### config.mk
export PLATFORM = sky130hd
export DESIGN_NAME = ahb_err_monitor
export DESIGN_NICKNAME = d
export VERILOG_FILES = /design/src/rtl/ahbem_pkg.sv /design/src/rtl/ahbem_capture.sv /design/src/rtl/ahbem_err_counter.sv /design/src/rtl/ahb_err_monitor.sv
export SDC_FILE = /design/constraint.sdc
export NUM_CORES = 1
export LEC_CHECK = 0
export BUFFER_PORTS_ARGS = -buffer_cell sky130_fd_sc_hd__buf_4
export CAP_MARGIN = 0
export CORE_ASPECT_RATIO = 0.6
export CORE_MARGIN = 3
export CORE_UTILIZATION = 23
export DETAILED_ROUTE_END_ITERATION = 8
export SYNTH_ARGS = -nofsm -noshare
export SYNTH_HDL_FRONTEND = slang
export SYNTH_SLANG_ARGS = --single-unit
### constraint.sdc
create_clock -name clk -period 2.8 [get_ports clk]
set_input_delay 0.42 -clock clk [delete_from_list [all_inputs] [get_ports clk]]
set_output_delay 0.42 -clock clk [all_outputs]
set_load 0.1 [all_outputs]
### src/rtl/ahbem_pkg.sv
package ahbem_pkg;

   localparam int REG_W  = 32;
   localparam int REG_AW = 2;
   localparam int NKIND  = 2;
   localparam int KIND_UE = 0;
   localparam int KIND_CE = 1;

   typedef enum logic [REG_AW-1:0] {
      REG_STATUS   = 2'd0,
      REG_FAILADDR = 2'd1,
      REG_UE_THR   = 2'd2,
      REG_CE_THR   = 2'd3
   } reg_sel_e;

   localparam int ST_NE       = 0;
   localparam int ST_CE       = 1;
   localparam int ST_WR       = 2;
   localparam int ST_SIZE_LSB = 4;
   localparam int ST_MST_LSB  = 8;

   localparam logic [1:0] HRESP_ERROR  = 2'b01;
   localparam int         HTRANS_ACT_BIT = 1;

endpackage

### src/rtl/ahbem_capture.sv
module ahbem_capture #(
   parameter int ADDR_W   = 32,
   parameter int MASTER_W = 4
) (
   input  logic                clk,
   input  logic                rst_n,
   input  logic [1:0]          htrans,
   input  logic                hready,
   input  logic [ADDR_W-1:0]   haddr,
   input  logic                hwrite,
   input  logic [2:0]          hsize,
   input  logic [MASTER_W-1:0] hmaster,
   input  logic [1:0]          hresp,
   output logic [ADDR_W-1:0]   dp_addr,
   output logic                dp_write,
   output logic [2:0]          dp_size,
   output logic [MASTER_W-1:0] dp_master,
   output logic                ue_evt
);
   import ahbem_pkg::*;

   logic dp_valid;
   logic accept;

   assign accept = hready & htrans[HTRANS_ACT_BIT];

   always_ff @(posedge clk or negedge rst_n) begin
      if (!rst_n) begin
         dp_valid <= 1'b0;
      end else if (hready) begin
         dp_valid <= htrans[HTRANS_ACT_BIT];
      end
   end

   always_ff @(posedge clk or negedge rst_n) begin
      if (!rst_n) begin
         dp_addr   <= '0;
         dp_write  <= 1'b0;
         dp_size   <= '0;
         dp_master <= '0;
      end else if (accept) begin
         dp_addr   <= haddr;
         dp_write  <= hwrite;
         dp_size   <= hsize;
         dp_master <= hmaster;
      end
   end

   // first cycle of the two-cycle ERROR response: hready still low
   assign ue_evt = dp_valid & (hresp == HRESP_ERROR) & ~hready;

endmodule

### src/rtl/ahbem_err_counter.sv
module ahbem_err_counter #(
   parameter int CNT_W = 8
) (
   input  logic             clk,
   input  logic             rst_n,
   input  logic             evt,
   input  logic             hold,
   input  logic [CNT_W-1:0] thresh,
   output logic             trip
);
   logic [CNT_W-1:0] cnt_q;
   logic             accept;

   assign accept = evt & ~hold;
   // new count would exceed the threshold; cnt_q < thresh otherwise, so no wrap
   assign trip   = accept & (cnt_q >= thresh);

   always_ff @(posedge clk or negedge rst_n) begin
      if (!rst_n) begin
         cnt_q <= '0;
      end else if (trip) begin
         cnt_q <= '0;
      end else if (accept) begin
         cnt_q <= cnt_q + 1'b1;
      end
   end

endmodule

### src/rtl/ahb_err_monitor.sv
module ahb_err_monitor #(
   parameter int ADDR_W   = 32,
   parameter int MASTER_W = 4,
   parameter int CNT_W    = 8
) (
   input  logic                clk,
   input  logic                rst_n,
   input  logic [1:0]          htrans,
   input  logic                hready,
   input  logic [ADDR_W-1:0]   haddr,
   input  logic                hwrite,
   input  logic [2:0]          hsize,
   input  logic [MASTER_W-1:0] hmaster,
   input  logic [1:0]          hresp,
   input  logic                ce_in,
   input  logic [1:0]          reg_addr,
   input  logic                reg_wr,
   input  logic [31:0]         reg_wdata,
   output logic [31:0]         reg_rdata,
   output logic                irq
);
   import ahbem_pkg::*;

   if (ADDR_W < 1 || ADDR_W > REG_W) begin : g_bad_addr_w
      $error("ahb_err_monitor: ADDR_W must lie in 1..32");
   end
   if (MASTER_W < 1 || MASTER_W > REG_W - ST_MST_LSB) begin : g_bad_master_w
      $error("ahb_err_monitor: MASTER_W must lie in 1..24");
   end
   if (CNT_W < 1 || CNT_W > REG_W) begin : g_bad_cnt_w
      $error("ahb_err_monitor: CNT_W must lie in 1..32");
   end

   logic [ADDR_W-1:0]   dp_addr;
   logic                dp_write;
   logic [2:0]          dp_size;
   logic [MASTER_W-1:0] dp_master;
   logic                ue_evt;

   logic [NKIND-1:0]    evt;
   logic [NKIND-1:0]    trip;
   logic [CNT_W-1:0]    thr_rd [NKIND];

   logic                st_ne;
   logic                st_ce;
   logic                frozen;
   logic                any_trip;
   logic                stat_wr;

   logic [ADDR_W-1:0]   rec_addr;
   logic                rec_write;
   logic [2:0]          rec_size;
   logic [MASTER_W-1:0] rec_master;

   ahbem_capture #(
      .ADDR_W   (ADDR_W),
      .MASTER_W (MASTER_W)
   ) u_capture (
      .clk       (clk),
      .rst_n     (rst_n),
      .htrans    (htrans),
      .hready    (hready),
      .haddr     (haddr),
      .hwrite    (hwrite),
      .hsize     (hsize),
      .hmaster   (hmaster),
      .hresp     (hresp),
      .dp_addr   (dp_addr),
      .dp_write  (dp_write),
      .dp_size   (dp_size),
      .dp_master (dp_master),
      .ue_evt    (ue_evt)
   );

   assign evt[KIND_UE] = ue_evt;
   assign evt[KIND_CE] = ce_in;
   assign frozen       = st_ne | st_ce;

   for (genvar k = 0; k < NKIND; k++) begin : g_kind
      localparam reg_sel_e THR_SEL = (k == KIND_UE) ? REG_UE_THR : REG_CE_THR;
      logic [CNT_W-1:0] thr_q;

      always_ff @(posedge clk or negedge rst_n) begin
         if (!rst_n) begin
            thr_q <= '0;
         end else if (reg_wr && (reg_addr == THR_SEL)) begin
            thr_q <= reg_wdata[CNT_W-1:0];
         end
      end

      assign thr_rd[k] = thr_q;

      ahbem_err_counter #(
         .CNT_W (CNT_W)
      ) u_cnt (
         .clk    (clk),
         .rst_n  (rst_n),
         .evt    (evt[k]),
         .hold   (frozen),
         .thresh (thr_q),
         .trip   (trip[k])
      );
   end

   assign any_trip = |trip;
   assign stat_wr  = reg_wr && (reg_addr == REG_STATUS);

   always_ff @(posedge clk or negedge rst_n) begin
      if (!rst_n) begin
         st_ne <= 1'b0;
         st_ce <= 1'b0;
      end else if (any_trip) begin
         st_ne <= 1'b1;
         if (trip[KIND_CE]) st_ce <= 1'b1;
      end else if (stat_wr) begin
         if (reg_wdata[ST_NE]) st_ne <= 1'b0;
         if (reg_wdata[ST_CE]) st_ce <= 1'b0;
      end
   end

   always_ff @(posedge clk or negedge rst_n) begin
      if (!rst_n) begin
         rec_addr   <= '0;
         rec_write  <= 1'b0;
         rec_size   <= '0;
         rec_master <= '0;
      end else if (any_trip) begin
         rec_addr   <= dp_addr;
         rec_write  <= dp_write;
         rec_size   <= dp_size;
         rec_master <= dp_master;
      end
   end

   always_ff @(posedge clk or negedge rst_n) begin
      if (!rst_n) irq <= 1'b0;
      else        irq <= any_trip;
   end

   logic [REG_W-1:0] stat_word;
   logic [REG_W-1:0] addr_word;
   logic [REG_W-1:0] ue_thr_word;
   logic [REG_W-1:0] ce_thr_word;

   always_comb begin
      stat_word = '0;
      stat_word[ST_NE] = st_ne;
      stat_word[ST_CE] = st_ce;
      stat_word[ST_WR] = rec_write;
      stat_word[ST_SIZE_LSB +: 3]        = rec_size;
      stat_word[ST_MST_LSB +: MASTER_W]  = rec_master;
      addr_word = '0;
      addr_word[ADDR_W-1:0] = rec_addr;
      ue_thr_word = '0;
      ue_thr_word[CNT_W-1:0] = thr_rd[KIND_UE];
      ce_thr_word = '0;
      ce_thr_word[CNT_W-1:0] = thr_rd[KIND_CE];
   end

   always_comb begin
      case (reg_sel_e'(reg_addr))
         REG_STATUS:   reg_rdata = stat_word;
         REG_FAILADDR: reg_rdata = addr_word;
         REG_UE_THR:   reg_rdata = ue_thr_word;
         REG_CE_THR:   reg_rdata = ce_thr_word;
         default:      reg_rdata = '0;
      endcase
   end

endmodule

==> results of run 1 <==
## how the worst min path moves through the flow
stage                     startpoint                                to  slack, ps  cells after the start
after floorplan                rst_n          addr_word[0]$_DFFE_PN0P_        120                      0
after global placement         rst_n  u_capture.dp_size[0]$_DFFE_PN0P_        350                      1
after detailed placement       rst_n  u_capture.dp_size[0]$_DFFE_PN0P_        350                      1
after CTS                     hready    u_capture.dp_valid$_DFFE_PN0P_        190                      2
after global routing          hready    u_capture.dp_valid$_DFFE_PN0P_        210                      2
final                         hready    u_capture.dp_valid$_DFFE_PN0P_        220                      2
## layer usage
metal  global-route usage (%)  up-vias  part of all wire (%)
met4                     3.37        0                  0.68
met5                        0        -                     0
li1                         -     1666                     -
met3                     3.50        8                   5.4
met2                     14.0       68                    40
met1                     16.2     1716                    54
## registers in the layout (all words and copies together), names as in the netlist, 3 cells and up
name	cells
rec_master	4
u_capture.dp_master	4
g_kind.thr_q	16
u_capture.dp_addr	32
g_kind.u_cnt.cnt_q	16
rec_size	3
addr_word	32
u_capture.dp_size	3
## worst max-delay path: cells and delay by family (launching register included)
kind	cells	cell delay, ps
flops	1	430
fa+ha+maj	1	270
simple gates	1	140
buf+inv	2	350
mux	1	370
compound gates	3	820
## stage by stage
stage / hold WS [ps] / cell area [um2] / setup WS, ps / utilization [%] / cells
detailed placement: 347 / 6410 / 309 / 28.6 / 798
global placement: 347 / 6410 / 355 / 28.6 / 798
global route: 208 / 7030 / 146 / 31.3 / 831
CTS: 193 / 7030 / 268 / 31.3 / 831
finish: 216 / 7030 / 278 / 31.3 / 831
floorplan: 124 / 5340 / 12.5 / - / 407
## power groups by stage
stage	sequential (mW)	clock, mW	combinational [mW]
6_report	2.44	2.24	1.99
5_1_grt	2.51	2.41	2.16
4_1_cts	2.44	2.31	2.02
3_5_place_dp	2.47	0	2.01
3_3_place_gp	2.45	0	1.98
2_1_floorplan	2.37	0	1.56
## cell families (layout without fill, tap and decap cells)
kind of cell / after synthesis / in the layout / synth area share [%]
flops: 116 / 116 / 54.3
mux: 107 / 107 / 23.7
simple gates: 79 / 79 / 7.89
compound gates: 48 / 48 / 6.30
buf+inv: 37 / 153 / 3.19
fa+ha+maj: 18 / 18 / 4.22
xor+xnor: 2 / 2 / 0.328
## layout by cell type, fill, tap and decap left out, drive strengths merged, types with 10 or more instances in the layout
master | netlist | final
buf | 10 | 99
clkbuf | 6 | 17
o21ai | 20 | 20
nor2 | 10 | 10
ha | 18 | 18
mux2 | 97 | 97
nand2 | 19 | 19
dfrtp | 116 | 116
and2 | 20 | 20
inv | 21 | 21
## area by class of cell
cell class                 instances  share of cell area, %
multi-input combinational        254                   32.3
sequential                       116                   41.3
clock inverter                    15                   2.63
clock buffer                      17                   6.05
tap                              308                   5.48
inverter                          21                   1.12
timing repair buffer             100                   11.1
## timing repair
item	CTS	global route
buffers inserted	0	0
hold endpoints to repair	21	0
hold buffers	1	0
==> results.md, run 1 <==
- The run finished with clean final reports.
- The fraction of registers with async set/reset is 100%.
- Summing all multi-input logic gate instances after layout gives 2270 um2.
- The power density normalized to cell area is 949 nW/um2.
- The netlist uses 42 different library cells.
- The iteration count of the initial detailed-routing pass is 4.
- Net switching is 35.9% of the power.
- Fill cells in the final layout number 2294.
- The critical path startpoint category is a flip-flop.
- The count of buffers inserted at the top-level ports is 90.
- Entering global routing, the biggest net connects 64 pins.
- The slew at the pin closest to its max-slew limit is 608 ps.
- In the final layout, the share of cells above drive strength 1 is 38.0%.
- The number of antenna violations at the first check in global routing was 0.
- The routed design has 12700 um of wire.
- In this run the critical register-to-register path is launched from g_kind[1].u_cnt.cnt_q[0]$_DFFE_PN0P_.
- The number of placement rows is 42.
- The worst setup path is captured at a flip-flop.
- The most used flip-flop cell after synthesis is sky130_fd_sc_hd__dfrtp_1.
- The initial standard-cell utilization of the core is 23.8%.
- The total number of yosys warnings is 0.
- The synthesized netlist cell count is 407.
- The classification of the worst setup path is flip-flop to flip-flop.
- Among all cell types in the netlist, the one instantiated most often is sky130_fd_sc_hd__dfrtp_1.
- The final-stage net count is 611.
- The final-report hold violation count is 0.
- Of all nets on the critical path, the largest fanout is 27.
- Buffers inserted during clock tree synthesis total 17.
- The die is 203 um wide.
- In this run the standard cell core region covers 22400 um2.
- The routability congestion estimate from global placement is 0.749.
- The slowest cell on the critical path is sky130_fd_sc_hd__a2111o_1.
- The worst setup path endpoint is rec_size[1]$_DFFE_PN0P_.
- The reg-to-reg critical path endpoint is rec_size[1]$_DFFE_PN0P_.
- The critical path arrival is 2800 ps.
- The critical path launch point is g_kind[1].u_cnt.cnt_q[0]$_DFFE_PN0P_.
- The maximum clock skew at final layout is 15.1 ps.
- Dividing the final minimum period by the clock period gives 90.1%.
- The total number of H-tree levels is 4.
- The total power is 6.67 mW.
- Dividing the synthesized area by the synthesized cell count gives 13.1 um2.
- The cell type with the largest total area after synthesis is sky130_fd_sc_hd__dfrtp_1.
- The sequential share of power is 36.6%.
- After detailed routing, the average wire length per cell comes to 15.3 um.
- The tool flagged a number of max-cap violations equal to 0.
- Global routing used 10.7% of the available tracks.
- In this run the remaining antenna-violating nets after routing total 0.
- The I/O pin total is 116.
- For this run, the top clock speed supported by timing is 397 MHz.
- The smallest clock period supported by the final layout is computed as 2520 ps.
- The global-route wire length before repair is 20200 um.
- The wire-length estimate of the detail-placed layout is 9040 um.
- Data on the critical path is required at its endpoint by 3080 ps.
- After the first detailed-routing iteration, the DRC count stood at 177.
- The tree built by TritonCTS fans out to 116 sinks.
- The internal portion of the total power is 4.28 mW.
- Clock latency on the worst-skew pair, taken at its later pin, is 410 ps.
- The CTS tree is yes.
- The buffer depth of the longest clock path is 2.
- The combined area of all synthesized cells is 5340 um2.
- Across the whole layout, storage elements account for 2900 um2.
- Dividing the detail-routed via count by the number of cells gives 4.16.
- The clock-pin slew reported for the worst setup and hold paths after clock tree synthesis is 70 ps.
- The max-slew headroom at the worst pin is 59.3%.
- By area the synthesized netlist is led by sky130_fd_sc_hd__dfrtp_1 (54%), sky130_fd_sc_hd__mux2_2 (12%), sky130_fd_sc_hd__mux2_1 (8.4%), sky130_fd_sc_hd__ha_1 (4.2%), sky130_fd_sc_hd__mux4_2 (2.5%).
- The path depth of the worst reg2reg path is 8.
- The floorplan step set the die height to 124 um.
- Summed over its instances, the top area cell type makes up 54.3% of the synthesized netlist area.
- The number of DRC violations after detailed routing is 0.
- The synthesis-to-layout area growth is 31.6%.
- The register-to-register setup slack is 280 ps.
- Setup repair after global routing left no endpoint under its margin.
- For this design the static power due to leakage is 3.22 nW.
- The post-synthesis sequential element count is 116.
- In this run the clock root is driven by a sky130_fd_sc_hd__clkbuf_16.
- The total inserted antenna cells is 0.
- The number of global-route vias before repair is 3490.
- The setup-violating endpoint count in the final report is 0.
- After global routing the overflow that remains totals 0.
- In the final timing run, aggregate negative setup slack is 0 ps.
- The largest incremental delay on the critical path is 500 ps.
- The die covers 25100 um2.
- The worst hold-check path type is input port to flip-flop.
- After synthesis, flip-flops and latches occupy 54.3% of the total area.
- By count the netlist is led by sky130_fd_sc_hd__dfrtp_1 (116), sky130_fd_sc_hd__mux2_2 (57), sky130_fd_sc_hd__mux2_1 (40).
- The final number of max-transition violations is 0.
- The signal on the critical path passes through inv_1, ha_1, nand2b_1, a2111o_1, a31oi_4, o22ai_4, buf_4, mux2_1.
- The share of power burned in combinational logic is 29.8%.
- Of the total power, the clock network draws 33.6%.
- The total nets after synthesis is 508.
- The synthesized design contains 0 enable-type register cells.
- Post-CTS repair changed the size of 0 cells.
- Across the VDD grid, the largest voltage drop is 420 uV.
- The detailed router placed 3458 vias in this run.
- In this run the power spent charging and discharging nets is 2.39 mW.
No activity file was read; power rests on OpenSTA's default activity.
==> inputs of run 2 (changes only) <==
Clock period 2.8 ns to 2.6 ns, I/O delays scaled along.
==> results.md, run 2 (synthesized netlist as in run 1, its figures left out) <==
- The flow ran to the end, and the final reports show no timing, DRC or antenna violations.
- The buffer depth of the longest clock path is 2.
- The total number of H-tree levels is 4.
- The number of antenna violations at the first check in global routing is 0.
- STA classifies the critical path startpoint as a flip-flop.
- Across all layers, the routed design uses 3495 vias.
- The number of clock buffers inserted by TritonCTS is 17.
- The global-route wire length before repair is 20900 um.
- For this design, the sink count on the clock tree is 116.
- The overall die width is 203 um.
- The total wire length after detailed routing is 12800 um.
- The accumulated negative setup slack is 0 ps.
- The total overflow left after global routing is 0.
- The estimated wirelength of the detail-placed design is 9400 um.
- The classification of the worst setup path is flip-flop to flip-flop.
- The total routing resource utilization after global routing is 10.9%.
- Setup violations remaining at the end of the flow were counted as 0.
- The routability congestion estimate from global placement is 0.825.
- The static leakage is 3.31 nW.
- The first detailed-routing pass ran for 4 iterations.
- The number of global-route vias before repair came to 3631.
- In the layout the commonest cells are sky130_fd_sc_hd__dfrtp_1 (116), sky130_fd_sc_hd__buf_4 (102), sky130_fd_sc_hd__mux2_2 (57), sky130_fd_sc_hd__mux2_1 (40), sky130_fd_sc_hd__inv_1 (21).
- Summing internal, switching and leakage power gives 7.43 mW.
- Setup repair after global routing left no endpoint under its margin.
- The maximum vdd ir drop is 412 uV.
- The worst setup path is captured at a flip-flop.
- The data required time at the worst endpoint is 2880 ps.
- Clock-pin slew was measured on the worst setup and hold paths at 60 ps.
- Of the available clock period, the critical path in the final layout requires 90.2%.
- The number of vias per cell is 4.18.
- The layout cell share with drive strength beyond 1 is 39.3%.
- The antenna violation net count after detailed routing is 0.
- The max-cap check violation count is 0.
- The maximum clock skew at final layout is 10.3 ps.
- TritonCTS built the clock tree.
- The number of gates resized after CTS was 0.
- During I/O placement, the number of pins put on the boundary was 116.
- In the routed design, unresolved DRC markers number 0.
- The overall die area is 25100 um2.
- The most common cell after layout, fill and taps aside is sky130_fd_sc_hd__dfrtp_1.
- The number of placement rows is 42.
- At the worst endpoint, the arrival time is 2630 ps.
- In this run the tool buffered the top-level ports with 90 buffer cells.
- The clock insertion delay at the later pin of the skew report is 410 ps.
- The power density normalized to cell area is 1040 nW/um2.
- In this run, the number of DRC markers left after iteration 0 of detailed routing was 160.
- The tightest min-delay check is of the input port to flip-flop type.
- The initial utilization of the core area, before any placement, comes to 23.8%.
- The repair_antennas step left the layout with diodes totalling 0.
- The final number of max-transition violations is 0.
- Dividing the detail-routed wire length by the instance count gives 15.3 um.
- The synthesis-to-layout area growth is 34.1%.
- Along the worst path, the maximum fanout reaches 14.
- The final-report hold violation count is 0.
- Headroom to the max-slew limit came out at 59.1%.
- The shortest period the worst path allows is 2340 ps.
- The final-stage net count is 618.
- The achievable clock frequency is 427 MHz.
- The total area inside the core boundary comes to 22400 um2.
- Entering global routing, the biggest net connects 44 pins.
- The clock root buffer is sky130_fd_sc_hd__clkbuf_16.
- The slew at the pin closest to its max-slew limit is 612 ps.
- From bottom edge to top edge, the die measures 124 um.
==> run 2: repair_timing <==
| action | in CTS | in global routing |
|---|---|---|
| hold buffers | 1 | 0 |
| endpoints found under the hold margin | 13 | 0 |
| setup buffers | 0 | 0 |
==> run 2: critical path: stages, from the launching register on <==
cell and delay (ps):
sky130_fd_sc_hd__dfrtp_1 430, sky130_fd_sc_hd__inv_1 60, sky130_fd_sc_hd__ha_1 260, sky130_fd_sc_hd__nand2b_1 140
sky130_fd_sc_hd__a2111o_1 480, sky130_fd_sc_hd__a21oi_4 180, sky130_fd_sc_hd__o22ai_4 100, sky130_fd_sc_hd__buf_4 220
sky130_fd_sc_hd__mux2_1 330
==> run 2: final cells by class <==
class,count,area [um2]
well taps,308,385
multi-input cells,254,2280
repair buffers,107,856
flip-flops and latches,116,2900
inverters,21,78.8
fillers,2292,15300
clock buffers,22,484
clock inverters,9,174
==> run 2: per-stage QoR <==
stage | cells | hold slack, ps | area [um2] | worst slack, ps | utilization [%]
global placement | 805 | 419 | 6500 | 296 | 29.0
CTS | 837 | 190 | 7160 | 245 | 31.9
detailed placement | 805 | 427 | 6500 | 274 | 29.0
global route | 837 | 194 | 7160 | 153 | 31.9
finish | 837 | 210 | 7160 | 256 | 31.9
floorplan | 407 | 94.4 | 5350 | 319 | -
==> run 2: power breakdown <==
group / total [mW] / leakage, nW / switching [mW] / internal (mW)
Clock: 2.62 / 0.326 / 0.823 / 1.79
Sequential: 2.63 / 1.42 / 0.314 / 2.31
Combinational: 2.19 / 1.56 / 1.38 / 0.810
Total: 7.43 / 3.31 / 2.51 / 4.92
==> run 2: worst paths after layout <==
kind / start / to / slack, ps / cells after the start
worst min register to register: addr_word[26]$_DFFE_PN0P_ / addr_word[26]$_DFFE_PN0P_ / 470 / 1
max in group asynchronous: rst_n / rec_master[2]$_DFFE_PN0P_ / 1350 / 3
worst max register to register: g_kind[0].u_cnt.cnt_q[0]$_DFFE_PN0P_ / addr_word[14]$_DFFE_PN0P_ / 260 / 8
min in group asynchronous: rst_n / addr_word[4]$_DFFE_PN0P_ / 530 / 2
worst min-delay path: haddr[17] / u_capture.dp_addr[17]$_DFFE_PN0P_ / 210 / 2
worst max-delay path: g_kind[0].u_cnt.cnt_q[0]$_DFFE_PN0P_ / addr_word[14]$_DFFE_PN0P_ / 260 / 8
==> run 2: layer usage <==
metal	part of all wire, %	wire [um]	GRT usage (%)	vias to the layer above
li1	-	-	-	1664
met1	52	6700	16.1	1724
met2	40	5150	15.1	98
met3	6.4	826	3.37	9
met4	1.2	155	3.63	0
met5	0	0	0	-
==> inputs of run 3 (changes only) <==
Settings changed: CORE_UTILIZATION 23 to 54, PLACE_DENSITY set to 0.79.
==> results.md, run 3 (synthesized netlist as in run 1, its figures left out) <==
- The run finished with clean final reports.
- The tree built by TritonCTS fans out to 116 sinks.
- The iteration count of the initial detailed-routing pass is 4.
- The most common cell after layout, fill and taps aside is sky130_fd_sc_hd__dfrtp_1.
- Based on the critical path, the design can be clocked at up to 411 MHz.
- The clock-pin slew reported for the worst setup and hold paths after clock tree synthesis is 50 ps.
- Detailed placement finished with a half-perimeter wire length of 7730 um.
- The layout cell share with drive strength beyond 1 is 38.0%.
- The power density normalized to cell area is 1060 nW/um2.
- The global route total overflow is 0.
- The post-placement setup slack is 212 ps.
- The clock root buffer is sky130_fd_sc_hd__clkbuf_16.
- The count of placed standard cells including taps is 618.
- Cells fill 72.4% of the core in the end.
- The total power is 7.18 mW.
- The max-slew headroom at the worst pin is 61.3%.
- The analysis attributes to cell leakage a power of 3.22 nW.
- The worst hold path belongs to the class input port to flip-flop.
- The maximum clock skew at final layout is 5.39 ps.
- The number of global-route vias before repair was 3797.
- For this design the total switching power over the nets is 2.47 mW.
- The finished cells cover 6800 um2.
- The total number of H-tree levels is 4.
- The share of power burned in combinational logic is 30.1%.
- Per report_power, the sequential group accounts for 36.8% of the total.
- The detailed-route via count is 3523.
- The accumulated negative setup slack is 0 ps.
- The net count of the finished layout is 609.
- The number of setup buffers added after CTS is 0.
- The relative contribution of the clock network to total power is 33.1%.
- The number of vias per cell is 5.41.
- The routability congestion estimate from global placement is 0.893.
- After layout, the worst path uses 93.6% of the clock period.
- Input and output buffers added on the ports amount to 90.
- The final number of max-transition violations is 0.
- The total wire length after detailed routing is 11500 um.
- The data required time at the worst endpoint is 2880 ps.
- After detailed routing, the average wire length per cell comes to 17.7 um.
- In this run, CTS created clock tree buffers numbering 17.
- The repair_antennas step left the layout with diodes totalling 0.
- The I/O pin total is 116.
- Setup repair after global routing left no endpoint under its margin.
- The number of DRC violations after detailed routing is 0.
- By startpoint and endpoint, the worst setup path is classified as flip-flop to flip-flop.
- Of the total power, the share spent switching nets is 34.5%.
- Summing all placed instances gives a cell area of 6180 um2.
- The initial utilization of the core area, before any placement, comes to 56.9%.
- Of all nets on the critical path, the largest fanout is 42.
- The maximum vdd ir drop is 756 uV.
- The overall die area is 11200 um2.
- The largest individual stage delay along the critical path comes from the cell sky130_fd_sc_hd__a2111o_1.
- The internal power consumption is 4.70 mW.
- The floorplan step defined a core boundary enclosing 9390 um2.
- The global-route wire length before repair is 19100 um.
- The number of antenna violations at the first check in global routing is 0.
- Global routing consumed, over all layers together, 22.2% of the routing resources.
- Leaving out fill and tap cells, the most frequent cells in the layout are sky130_fd_sc_hd__dfrtp_1 (116), sky130_fd_sc_hd__buf_4 (95), sky130_fd_sc_hd__mux2_2 (57), sky130_fd_sc_hd__mux2_1 (40), sky130_fd_sc_hd__inv_1 (21).
- From left edge to right edge, the die measures 134 um.
- The floorplan die height is 83.0 um.
- The max-cap check violation count is 0.
- The worst setup path is captured at a flip-flop.
- The largest incremental delay on the critical path is 490 ps.
- The shortest period the worst path allows is 2430 ps.
- At the pin with the least slew margin, the transition time is 578 ps.
- The maximum number of pins on one net before global-route repair is 75.
- The critical path goes through inv_1, ha_1, nand2b_1, a2111o_1, a31oi_4, o22ai_4, buf_12, mux2_1.
- The worst slack on hold paths is 199 ps.
- TritonCTS built the clock tree.
- The synthesis-to-layout area growth is 27.3%.
- The final-report hold violation count is 0.
- For the worst-skew pair, the clock arrives at the later sink with an insertion delay of 410 ps.
- STA puts the critical path data arrival time at 2720 ps.
- The critical path startpoint category is a flip-flop.
- The initial DRC count is 167.
- The minimum setup slack in the final design is 166 ps.
- The buffer depth of the longest clock path is 2.
- The floorplan has 27 rows.
- In this run, post-CTS repair resized a total of 0 instances.
- The final cell count without fillers is 651.
- The post-cts hold buffer count is 1.
- Setup violations remaining at the end of the flow were counted as 0.
- The detail route stage leaves a number of antenna-violating nets equal to 0.
-- run 3: path summary, 6_finish.rpt --
kind / cells past startpoint / slack [ps] / end / start
worst max-delay path: 8 / 170 / rec_master[2]$_DFFE_PN0P_ / g_kind[1].u_cnt.cnt_q[0]$_DFFE_PN0P_
max in group asynchronous: 3 / 1300 / g_kind[0].thr_q[6]$_DFFE_PN0P_ / rst_n
worst min register to register: 1 / 470 / addr_word[31]$_DFFE_PN0P_ / addr_word[31]$_DFFE_PN0P_
min in group asynchronous: 2 / 510 / addr_word[21]$_DFFE_PN0P_ / rst_n
worst max register to register: 8 / 170 / rec_master[2]$_DFFE_PN0P_ / g_kind[1].u_cnt.cnt_q[0]$_DFFE_PN0P_
worst min-delay path: 2 / 200 / u_capture.dp_valid$_DFFE_PN0P_ / hready
-- run 3: final cells by class --
cell class | instances | area [um2]
fillers | 634 | 2590
inverters | 21 | 78.8
well taps | 130 | 163
repair buffers | 98 | 763
multi-input cells | 254 | 2280
clock inverters | 9 | 125
flip-flops and latches | 116 | 2900
clock buffers | 23 | 488
-- run 3: metal layers --
metal  share of wire (%)  track usage (%)  routed length (um)
met1                  49             31.1                5600
met2                  45             33.7                5160
met3                 5.1             5.93                 589
met4                 1.3             7.76                 147
met5                   0                0                   0
-- run 3: worst max-delay path, delay by kind of cell (launching register included) --
family	cells	cell delay, ps
adders and majority gates	1	260
AOI/OAI and AO/OA	3	810
and+or+nand+nor	1	160
DFF	1	430
muxes	1	350
buffers and inverters	2	280
-- run 3: power groups by stage --
| stage | registers, mW | logic [mW] | clock network [mW] |
|---|---|---|---|
| 2_1_floorplan | 2.55 | 1.68 | 0 |
| 3_3_place_gp | 2.62 | 2.09 | 0 |
| 3_5_place_dp | 2.66 | 2.15 | 0 |
| 4_1_cts | 2.64 | 2.18 | 2.41 |
| 5_1_grt | 2.70 | 2.33 | 2.50 |
| 6_report | 2.64 | 2.16 | 2.38 |
